--- src/rtl/otx_pkg.sv ---
package otx_pkg;
  localparam int MODE_W = 4;

  typedef enum logic [MODE_W-1:0] {
    XM_PASS   = 4'd0,
    XM_PARITY = 4'd1,
    XM_GRAY   = 4'd2,
    XM_SWAP   = 4'd3
  } otx_mode_e;

  typedef enum logic [1:0] {
    XS_IDLE   = 2'd0,
    XS_ARMED  = 2'd1,
    XS_ACTIVE = 2'd2
  } otx_state_e;
endpackage

--- src/rtl/otx_xform.sv ---
module otx_xform
  import otx_pkg::*;
#(
  parameter int DATA_W = 8
) (
  input  logic [DATA_W-1:0] din,
  input  logic [MODE_W-1:0] mode,
  output logic [DATA_W-1:0] dout
);
  localparam int HALF = DATA_W / 2;

  logic [DATA_W-1:0] gray_w;
  logic [DATA_W-1:0] swap_w;
  logic [DATA_W-1:0] par_w;

  genvar i;
  generate
    for (i = 0; i < DATA_W; i++) begin : g_bit
      if (i == DATA_W - 1) begin : g_top
        assign gray_w[i] = din[i];
      end else begin : g_low
        assign gray_w[i] = din[i] ^ din[i+1];
      end
      if (i < HALF) begin : g_lo_half
        assign swap_w[i] = din[i+HALF];
      end else begin : g_hi_half
        assign swap_w[i] = din[i-HALF];
      end
    end
  endgenerate

  assign par_w = {{(DATA_W-1){1'b0}}, ^din};

  always_comb begin
    case (mode)
      XM_PARITY: dout = par_w;
      XM_GRAY:   dout = gray_w;
      XM_SWAP:   dout = swap_w;
      default:   dout = din;
    endcase
  end
endmodule

--- src/rtl/otx_ctrl.sv ---
module otx_ctrl
  import otx_pkg::*;
#(
  parameter int DATA_W = 8
) (
  input  logic              clk,
  input  logic              rst_n,
  input  logic              ctrl_we,
  input  logic [DATA_W-1:0] ctrl_wdata,
  input  logic              rd_en,
  input  logic              opfetch,
  output logic              active,
  output logic              armed,
  output logic              fetch_seen,
  output logic [MODE_W-1:0] mode
);
  localparam int ARM_BIT = MODE_W;
  localparam int GO_BIT  = MODE_W + 1;

  otx_state_e        state_q, state_d;
  logic              seen_q, seen_d;
  logic [MODE_W-1:0] mode_q, mode_d;
  logic              arm_b, go_b, op_fetch, upd_en;

  assign arm_b    = ctrl_wdata[ARM_BIT];
  assign go_b     = ctrl_wdata[GO_BIT];
  assign op_fetch = rd_en & opfetch;
  assign upd_en   = ctrl_we | op_fetch;

  always_comb begin
    state_d = state_q;
    seen_d  = seen_q;
    mode_d  = mode_q;
    if (state_q == XS_ARMED && op_fetch) seen_d = 1'b1;
    if (ctrl_we) begin
      case (state_q)
        XS_IDLE: begin
          if (arm_b && !go_b) begin
            state_d = XS_ARMED;
            seen_d  = 1'b0;
          end
        end
        XS_ARMED: begin
          if (go_b) begin
            if (seen_q) begin
              state_d = XS_ACTIVE;
              mode_d  = ctrl_wdata[MODE_W-1:0];
              seen_d  = 1'b0;
            end
          end else if (arm_b) begin
            seen_d = 1'b0;
          end else begin
            state_d = XS_IDLE;
            seen_d  = 1'b0;
          end
        end
        XS_ACTIVE: begin
          if (!go_b) begin
            mode_d  = XM_PASS;
            seen_d  = 1'b0;
            state_d = arm_b ? XS_ARMED : XS_IDLE;
          end
        end
        default: begin
          state_d = XS_IDLE;
          mode_d  = XM_PASS;
          seen_d  = 1'b0;
        end
      endcase
    end
  end

  always_ff @(posedge clk or negedge rst_n) begin
    if (!rst_n) begin
      state_q <= XS_IDLE;
      seen_q  <= 1'b0;
      mode_q  <= XM_PASS;
    end else if (upd_en) begin
      state_q <= state_d;
      seen_q  <= seen_d;
      mode_q  <= mode_d;
    end
  end

  assign active     = (state_q == XS_ACTIVE);
  assign armed      = (state_q == XS_ARMED);
  assign fetch_seen = seen_q;
  assign mode       = mode_q;
endmodule

--- src/rtl/operand_xlate.sv ---
module operand_xlate
  import otx_pkg::*;
#(
  parameter int DATA_W = 8
) (
  input  logic              clk,
  input  logic              rst_n,
  input  logic [DATA_W-1:0] mem_rdata,
  input  logic              opfetch,
  input  logic              rd_en,
  input  logic              ctrl_we,
  input  logic [DATA_W-1:0] ctrl_wdata,
  output logic [DATA_W-1:0] cpu_rdata,
  output logic              irq_block
);
  logic [1:0]        rst_pipe_q;
  logic              rst_sync_n;
  logic              active;
  logic              armed;
  logic              fetch_seen;
  logic [MODE_W-1:0] mode;
  logic [DATA_W-1:0] xf_out;
  logic              do_xlate;

  always_ff @(posedge clk or negedge rst_n) begin
    if (!rst_n) rst_pipe_q <= 2'b00;
    else        rst_pipe_q <= {rst_pipe_q[0], 1'b1};
  end
  assign rst_sync_n = rst_pipe_q[1];

  otx_ctrl #(.DATA_W(DATA_W)) u_ctrl (
    .clk        (clk),
    .rst_n      (rst_sync_n),
    .ctrl_we    (ctrl_we),
    .ctrl_wdata (ctrl_wdata),
    .rd_en      (rd_en),
    .opfetch    (opfetch),
    .active     (active),
    .armed      (armed),
    .fetch_seen (fetch_seen),
    .mode       (mode)
  );

  otx_xform #(.DATA_W(DATA_W)) u_xform (
    .din  (mem_rdata),
    .mode (mode),
    .dout (xf_out)
  );

  assign do_xlate  = active & rd_en & ~opfetch;
  assign cpu_rdata = do_xlate ? xf_out : mem_rdata;
  assign irq_block = armed;
endmodule

--- config.mk ---
export PLATFORM = sky130hd
export DESIGN_NAME = operand_xlate
export DESIGN_NICKNAME = d
export VERILOG_FILES = /design/src/rtl/otx_pkg.sv /design/src/rtl/otx_xform.sv /design/src/rtl/otx_ctrl.sv /design/src/rtl/operand_xlate.sv
export SDC_FILE = /design/constraint.sdc
export NUM_CORES = 1
export LEC_CHECK = 0
export ABC_AREA = 0
export BUFFER_PORTS_ARGS = -buffer_cell sky130_fd_sc_hd__clkbuf_2
export CAP_MARGIN = 10
export CORE_ASPECT_RATIO = 1.4
export CORE_MARGIN = 5
export CORE_UTILIZATION = 40
export CTS_BUF_LIST = sky130_fd_sc_hd__clkbuf_4 sky130_fd_sc_hd__clkbuf_8
export CTS_CLUSTER_DIAMETER = 150
export DETAILED_ROUTE_END_ITERATION = 8
export PLACE_DENSITY = 0.71
export SLEW_MARGIN = 40
export SYNTH_ARGS = -nofsm -noshare
export SYNTH_HDL_FRONTEND = slang
export SYNTH_SLANG_ARGS = --single-unit
--- constraint.sdc ---
create_clock -name clk -period 2.2 [get_ports clk]
set_input_delay 0.44 -clock clk [delete_from_list [all_inputs] [get_ports clk]]
set_output_delay 0.44 -clock clk [all_outputs]
set_load 0.01 [all_outputs]
==> results of run 1 <==
-- sequential cells by signal, indices dropped and copies added (netlist names) --
name	flops
rst_pipe_q	2
u_ctrl.fetch_seen	1
u_ctrl.mode	4
u_ctrl.state_q	2
-- metal layers --
metal	wire length (um)	vias to the layer above	GRT usage, %
met5	0	-	0
met4	23	0	8.42
met2	1080	31	25.7
li1	-	412	-
met1	800	400	17.4
met3	162	4	2.59
-- area by class of cell --
cell class,count,area [um2]
Clock buffer,3,22.5
Clock inverter,1,5.00
Fill cell,186,862
Inverter,10,37.5
Multi-Input combinational cell,74,537
Sequential cell,9,225
Tap cell,21,26.3
Timing Repair Buffer,37,210
-- logic make-up (layout without fill, tap and decap cells) --
group,Yosys count,after routing,share of synthesized area [%]
mux,8,8,10.3
fa+ha+maj,4,4,6.34
buf+inv,15,51,7.29
xor+xnor,7,7,7.77
simple gates,23,23,14.7
other cells,1,1,0.475
flops,9,9,28.5
compound gates,31,31,24.6
-- placed cells by master, fill, tap and decap left out, types with 6 or more instances in the layout --
cell	synthesis	layout
buf_4	0	8
a22oi_1	6	6
o21ai_1	4	8
mux2i_1	7	7
nor2_1	9	8
buf_2	1	6
nand2_1	8	8
inv_1	10	9
clkbuf_2	0	22
xnor2_1	7	7
dfrtp_1	9	9
-- metrics by stage --
stage	setup TNS (ns)	setup slack [ns]	hold slack [ns]	power (W)	cells
floorplan	0	0.247	0.0815	0.000676	98
detailed placement	0	0.106	0.123	0.000818	143
global placement	0	0.135	0.109	0.000797	143
global route	-0.805	-0.151	0.147	0.00118	155
CTS	-0.161	-0.0734	0.126	0.00103	153
finish	-0.199	-0.0683	0.119	0.00107	155
-- power breakdown --
group          switching (W)  internal [W]  total (W)
Clock              0.0000613     0.0000672   0.000128
Combinational       0.000336      0.000309   0.000645
Sequential         0.0000605      0.000234   0.000294
Total               0.000458      0.000610    0.00107
-- worst max path at each step --
stage,startpoint,end,slack [ns]
finish,u_ctrl.mode[0],cpu_rdata[0],-0.07
global route,u_ctrl.mode[0],cpu_rdata[0],-0.15
CTS,u_ctrl.mode[3],cpu_rdata[0],-0.07
detailed placement,u_ctrl.mode[3],cpu_rdata[0],0.11
global placement,u_ctrl.mode[3],cpu_rdata[0],0.14
floorplan,u_ctrl.mode[0],cpu_rdata[4],0.25
-- timing repair --
| item | CTS | global route |
|---|---|---|
| resized for setup | 11 | 10 |
| pin swaps | 2 | 9 |
| endpoints found under the hold margin | 2 | 0 |
| setup buffers | 4 | 2 |
| gates cloned | 1 | 0 |
| endpoints found under the setup margin | 7 | 7 |
| hold buffers | 1 | 0 |
==> qor.yml, run 1 <==
status:
  status: "complete, but fails checks"
  violations: "setup timing"
final_layout:
  syn_to_final_growth_pct: 34.7
  n_antenna_cell: 0
  drive_gt1_share_pct: 38.1
  fin_area_um2: 1060
  fin_nets: 160
  final_core_util_pct: 55.2
synth:
  synthCells: 98
  yosysSeqAreaShare_pct: 28.5
  ys_ff_latch: 9
  avgSynthCellArea_um2: 8.06
  yosysTopAreaCellShare_pct: 28.5
  netlist_area_um2: 790
  synth_ff_type: "dfrtp_1"
  synth_warnings: 0
  syn-num-nets: 123
  synth_area_leaders: "dfrtp_1 (29%), mux2i_1 (8.9%), xnor2_1 (7.8%)"
  ys_types: 27
  synth_top_cell_by_area: "dfrtp_1"
  synth_common_cells: "inv_1 (10), o21ai_0 (10), dfrtp_1 (9), nor2_1 (9), nand2_1 (8)"
  synthArstFlopShare_pct: 100
  synth_edf_count: 0
routing:
  drt_first_pass_iters: 4
  post_drt_wl_per_cell_um: 13.3
  num_vias: 847
  vias_per_cell: 5.46
  drtIter0Drc: 20
  drc: 0
  totalWireLength_um: 2060
  ant_nets: 0
floorplan:
  start_util_pct: 41.0
  die-area_um2: 2970
  dieHeight_um: 62.6
  fp-row-count: 19
  io_pins: 30
  die_x_um: 47.5
  coreArea_um2: 1930
place:
  port_buffers: 27
  gp_congestion: 0.830
  place_area_um2: 946
  dpl.hpwl_um: 1580
min_path:
  hp-class: "register to asynchronous set/reset pin"
critical_path:
  r2r_start: "u_ctrl.state_q[1]"
  cp.arrival_ns: 1.83
  path_buf_inv: 1
  reg2reg_depth: 5
  r2r_setup_slack_ns: 0.45
  required_ns: 1.76
  start_kind: "register"
  cp.depth: 5
  cpMaxStageDelayCell: "or4b_4"
  r2r_end: "u_ctrl.state_q[0]"
  critPathMaxFanout: 8
  cp-end-kind: "output pin"
  critPathTopFamily: "simple AND/OR/NAND/NOR gates"
  crit_type: "register to output pin"
  critPathMaxStageDelay_ns: 0.60
  cp_cell_sequence: "or4b_4, nor3b_2, o21bai_1, a32oi_1, buf_2"
timing:
  slew_violations: 0
  finalHoldViolations: 0
  fin_skew_ns: 0.00452
  fin_crit_ns: 2.27
  fin_crit_sh_pct: 103
  rsz0062_at_grt: "yes"
  clock.fmax_ghz: 0.441
  finalSetupViolCount: 4
  setup_slack_ns: -0.0683
cts:
  cts.sinks: 9
  cts_root_buf: "clkbuf_4"
  cts_made_buffers: 3
  cts_htree_levels: 1
  cts_tree: "built"
  cts.reportedPaths.clkPinSlew_ns: 0.07
  clock_latency_ns: 0.26
  clockBufferDepth: 2
grt:
  grt_pass1_vias: 883
  grt_max_degree: 10
  grt_first_pass_wirelength_um: 3490
  track_usage_pct: 15.4
  grt.overflow.total: 0
  antenna_found_initial: 0
power:
  power_density_nw_per_um2: 1000
  peakVddDrop_mv: 0.682
  p_leak_nw: 0.522
job:
  cap_violations: 0
Power figures use the tool's default switching activity.
==> inputs of run 2 (changes only) <==
Settings changed: PLACE_DENSITY 0.71 to 0.74.
Clock period 2.2 ns to 2 ns, I/O delays scaled along.
==> run 2 against run 1 <==
Effect of this change:
- the run still ends with setup timing left
- sequential cell count unchanged
- largest power group unchanged
- critical path depth up 3
- largest cell class unchanged
- sequential share of layout area down 0.32 points
- die area unchanged
- routed wire length up 4.9%
- count of clock-buffer cells in the layout unchanged
==> qor.yml, run 2 (same netlist as run 1, synthesis figures left out) <==
critical_path:
  critPathTopFamily: "buffers and inverters"
  required_ns: 1.60  # -0.16 ns
  crit_type: "register to output pin"
  cp-end-kind: "output pin"
  worst_path_most_repeated_cell: "o21ai_1"
  critPathMaxFanout: 6  # -2
  cp.arrival_ns: 1.82  # about the same
  cpMaxStageDelayCell: "dfrtp_1"
  start_kind: "register"
  path_buf_inv: 3  # +2
  critPathMaxStageDelay_ns: 0.39  # -0.21 ns
  cp_cell_sequence: "inv_2, ha_4, and3b_2, o211ai_1, buf_4, o21ai_1, o21ai_1, clkbuf_2"
floorplan:
  coreArea_um2: 1930  # unchanged
  die_x_um: 47.5  # unchanged
  io_pins: 30  # unchanged
  die-area_um2: 2970  # unchanged
  start_util_pct: 41.0  # unchanged
  fp-row-count: 19  # unchanged
  dieHeight_um: 62.6  # unchanged
timing:
  fin_skew_ns: 0.00308  # -0.00144 ns
  fin_crit_ns: 2.22
  rsz0062_at_grt: "yes"
  clock.fmax_ghz: 0.450
  fin_crit_sh_pct: 111
  fin_setup_tns_ns: -1.37  # -1.17 ns
  whs_ns: 0.120  # +0.000994 ns
  finalSetupViolCount: 7  # +3
  setup_slack_ns: -0.220  # -0.152 ns
  slew_violations: 0  # unchanged
  finalHoldViolations: 0  # unchanged
routing:
  drtIter0Drc: 20  # unchanged
  drc: 0  # unchanged
  ant_nets: 0  # unchanged
  drt_first_pass_iters: 4  # unchanged
  num_vias: 855  # +0.94%
  vias_per_cell: 5.48  # +0.30%
  post_drt_wl_per_cell_um: 13.9  # +4.2%
  totalWireLength_um: 2160  # +4.9%
place:
  place_area_um2: 983  # +4.0%
  port_buffers: 27  # unchanged
  place_ws_ns: -0.0503  # -0.157 ns
  gp_congestion: 0.864  # +4.0%
  dpl.hpwl_um: 1650  # +4.6%
power:
  power_density_nw_per_um2: 1110  # +10%
  peakVddDrop_mv: 0.772  # +13%
  p_leak_nw: 0.528  # +0.99%
final_layout:
  fin_nets: 161  # +0.63%
  fin_area_um2: 1080  # +1.5%
  final_core_util_pct: 56.1  # +0.84 points
  layout_common_cells: "clkbuf_2 (24), inv_1 (9), buf_4 (9), dfrtp_1 (9)"
  final_common_cell: "clkbuf_2"
  largest_reg_flops: 4  # unchanged
  syn_to_final_growth_pct: 36.8
  drive_gt1_share_pct: 40.0  # +1.9 points
  n_antenna_cell: 0  # unchanged
grt:
  antenna_found_initial: 0  # unchanged
  grt_first_pass_wirelength_um: 3420  # -2.2%
  grt_max_degree: 10  # unchanged
  grt.overflow.total: 0  # unchanged
  track_usage_pct: 15.2  # -0.21 points
  grt_pass1_vias: 866  # -1.9%
cts:
  cts_made_buffers: 3  # unchanged
  cts.reportedPaths.clkPinSlew_ns: 0.06  # about the same
  clockBufferDepth: 2  # unchanged
  cts.sinks: 9  # unchanged
  cts_tree: "built"
  cts_htree_levels: 1  # unchanged
  clock_latency_ns: 0.26  # about the same
  cts_root_buf: "clkbuf_4"
min_path:
  hp-class: "register to asynchronous set/reset pin"
status:
  status: "complete, but fails checks"
  violations: "setup timing"
job:
  cap_violations: 0  # unchanged
## run 2: where the power goes
part           switching [W]  leakage [nW]  internal, W
registers          0.0000554         0.115     0.000257
clock network      0.0000657        0.0177    0.0000739
logic               0.000389         0.395     0.000355
## run 2: layout make-up
class | count | area [um2]
fill | 175 | 846
multi-input combinational | 74 | 546
sequential | 9 | 225
timing repair buffer | 38 | 218
inverter | 10 | 37.5
tap | 21 | 26.3
clock buffer | 3 | 22.5
clock inverter | 1 | 5.00
## run 2: final timing paths
check	startpoint	end	slack, ns	cells past startpoint
worst min-delay path	rst_pipe_q[1]	u_ctrl.mode[2]	0.12	0
min in group clk	ctrl_we	u_ctrl.fetch_seen	0.35	2
worst min register to register	rst_pipe_q[1]	u_ctrl.mode[2]	0.12	0
worst max-delay path	u_ctrl.state_q[0]	cpu_rdata[1]	-0.22	8
max in group asynchronous	rst_n	rst_pipe_q[1]	1.46	2
worst max register to register	u_ctrl.state_q[1]	u_ctrl.state_q[0]	0.23	5
## run 2: routing by layer
layer,global-route usage [%],wire (um),vias up
li1,-,-,413
met1,17.4,846,399
met2,25.7,1120,41
met3,1.44,179,2
met4,8.42,14,0
met5,0,0,-
## run 2: stage by stage
stage / cells / total power (W)
final: 156 / 0.00120
after global routing: 156 / 0.00131
after CTS: 155 / 0.00117
after detailed placement: 148 / 0.000968
after global placement: 148 / 0.000937
after floorplan: 98 / 0.000744
## run 2: repair_timing
action | in CTS | in global routing
gates cloned | 1 | 0
buffers inserted | 1 | 1
endpoints found under the setup margin | 8 | 8
hold buffers | 1 | 0
hold endpoints to repair | 2 | 0
pin swaps | 3 | 5
resized for setup | 14 | 9
## run 2: worst register-to-register path: stages (launching register included)
cell	delay, ns
dfrtp_1	0.42
inv_1	0.12
ha_1	0.35
inv_1	0.10
o2111ai_1	0.30
mux2_2	0.37
==> inputs of run 3 (changes only) <==
Settings changed: CORE_ASPECT_RATIO 1.4 to not set, RECOVER_POWER set to 50.
==> run 3 against run 2 <==
Effect of this change:
- die area decreased by 0.42%
- register-to-register slack better by 0.14 ns
- count of clock-buffer cells in the layout is 1 higher
- the flow still finishes with violations (setup timing)
- utilization up 0.76 points
- power increased by 2.5%
- critical endpoint is now cpu_rdata[2]
- clock skew fell by 0.0021 ns
- final area is 1.2% higher
==> qor.yml, run 3 (same netlist as run 1, synthesis figures left out) <==
cts:
  cts_tree: "built"
  cts.reportedPaths.clkPinSlew_ns: 0.05  # about the same
  cts_made_buffers: 3  # unchanged
  clockBufferDepth: 2  # unchanged
  clock_latency_ns: 0.25  # about the same
  cts_root_buf: "clkbuf_4"
  cts.sinks: 9  # unchanged
  cts_htree_levels: 1  # unchanged
grt:
  grt.overflow.total: 0  # unchanged
  track_usage_pct: 15.5  # +0.31 points
  grt_pass1_vias: 808  # -6.7%
  grt_first_pass_wirelength_um: 3350  # -2.0%
  grt_max_degree: 9  # -1
  antenna_found_initial: 0  # unchanged
critical_path:
  crit_type: "register to output pin"
  cp-end-kind: "output pin"
  cp_cell_sequence: "or4b_4, nor2_1, a22oi_1, o21ai_1, clkbuf_2"
  critPathTopFamily: "simple AND/OR/NAND/NOR gates"
  start_kind: "register"
  required_ns: 1.60  # about the same
  path_buf_inv: 1  # -2
  cpMaxStageDelayCell: "or4b_4"
  critPathMaxFanout: 8  # +2
  cp.arrival_ns: 1.79  # -0.03 ns
  critPathMaxStageDelay_ns: 0.60  # +0.21 ns
final_layout:
  layout_common_cells: "clkbuf_2 (23), buf_4 (11), inv_1 (9), dfrtp_1 (9), nand2_1 (8)"
  final_common_cell: "clkbuf_2"
  syn_to_final_growth_pct: 38.4
  fin_nets: 162  # +0.62%
  n_antenna_cell: 0  # unchanged
  fin_area_um2: 1090  # +1.2%
  final_core_util_pct: 56.8  # +0.76 points
  largest_reg_flops: 4  # unchanged
  drive_gt1_share_pct: 38.2  # -1.8 points
  num-fill-cells: 191  # +9.1%
place:
  place_ws_ns: -0.0370  # +0.0133 ns
  gp_congestion: 0.852  # -1.4%
  dpl.hpwl_um: 1580  # -4.4%
  place_area_um2: 998  # +1.5%
  port_buffers: 27  # unchanged
floorplan:
  die_x_um: 54.4  # +14%
  start_util_pct: 41.1  # +0.080 points
  fp-row-count: 16  # -3
  io_pins: 30  # unchanged
  dieHeight_um: 54.4  # -13%
  die-area_um2: 2960  # -0.42%
  coreArea_um2: 1920  # -0.20%
timing:
  finalSetupViolCount: 7  # unchanged
  slew_violations: 0  # unchanged
  whs_ns: 0.106  # -0.0144 ns
  clock.fmax_ghz: 0.457  # +1.4%
  finalHoldViolations: 0  # unchanged
  fin_skew_ns: 0.000936  # -0.00214 ns
  fin_crit_ns: 2.19  # -0.0305 ns
  setup_slack_ns: -0.189  # +0.0305 ns
  rsz0062_at_grt: "yes"
  fin_crit_sh_pct: 109  # -1.5 points
status:
  status: "complete, but fails checks"
  violations: "setup timing"
job:
  cap_violations: 0  # unchanged
routing:
  num_vias: 852  # -0.35%
  post_drt_wl_per_cell_um: 12.3  # -11%
  drc: 0  # unchanged
  totalWireLength_um: 2010  # -7.0%
  ant_nets: 0  # unchanged
  drtIter0Drc: 11  # -45%
  vias_per_cell: 5.23  # -4.6%
  drt_first_pass_iters: 4  # unchanged
power:
  power_density_nw_per_um2: 1120  # +1.3%
  peakVddDrop_mv: 0.735  # -4.8%
  p_leak_nw: 0.530  # +0.44%
min_path:
  hp-class: "register to asynchronous set/reset pin"
## run 3: area by class of cell
class	instances	area (um2)	share of cell area, %
clock buffers	4	30.0	2.75
inverters	10	37.5	3.44
repair buffers	39	226	20.7
flip-flops and latches	9	225	20.6
well taps	27	33.8	3.09
multi-input cells	74	539	49.4
## run 3: final timing paths
| kind | start | slack [ns] | endpoint | depth (start not counted) |
|---|---|---|---|---|
| min reg2reg | rst_pipe_q[1] | 0.11 | u_ctrl.mode[0] | 0 |
| max | u_ctrl.mode[3] | -0.19 | cpu_rdata[2] | 5 |
| min in group clk | rst_pipe_q[0] | 0.36 | rst_pipe_q[1] | 0 |
| max reg2reg | u_ctrl.state_q[0] | 0.37 | u_ctrl.mode[2] | 6 |
| max in group asynchronous | rst_n | 1.40 | rst_pipe_q[1] | 2 |
| min | rst_pipe_q[1] | 0.11 | u_ctrl.mode[0] | 0 |
## run 3: layer usage
metal | global-route usage [%] | vias to the layer above | routed length (um)
li1 | - | 420 | -
met1 | 18.4 | 401 | 835
met5 | 0 | - | 0
met4 | 8.71 | 0 | 61
met2 | 27.3 | 25 | 997
met3 | 1.09 | 6 | 118
## run 3: timing repair
item | 4_1_cts | 5_1_grt
setup endpoints to repair | 8 | 8
pin swaps | 0 | 4
gates resized for setup | 10 | 7
hold endpoints to repair | 2 | 0
hold buffers | 1 | 0
buffers inserted | 2 | 1
## run 3: stage by stage
stage / TNS (ns) / power [W] / instances
after CTS: -1.07 / 0.00120 / 162
after detailed placement: -0.0684 / 0.000984 / 155
after global placement: -0.0227 / 0.000955 / 155
after floorplan: 0 / 0.000744 / 98
final: -1.01 / 0.00123 / 163
after global routing: -1.79 / 0.00134 / 163
## run 3: worst reg2reg max path: cells and delay by family (launching register included)
| family | cells | cell delay (ns) |
|---|---|---|
| flops | 1 | 0.38 |
| fa+ha+maj | 1 | 0.23 |
| simple gates | 1 | 0.33 |
| buf+inv | 2 | 0.26 |
| mux | 1 | 0.23 |
| compound gates | 1 | 0.12 |
## run 3: power by group
group	internal, W	switching (W)
logic	0.000368	0.000404
clock network	0.0000898	0.0000546
registers	0.000257	0.0000524
total	0.000715	0.000511
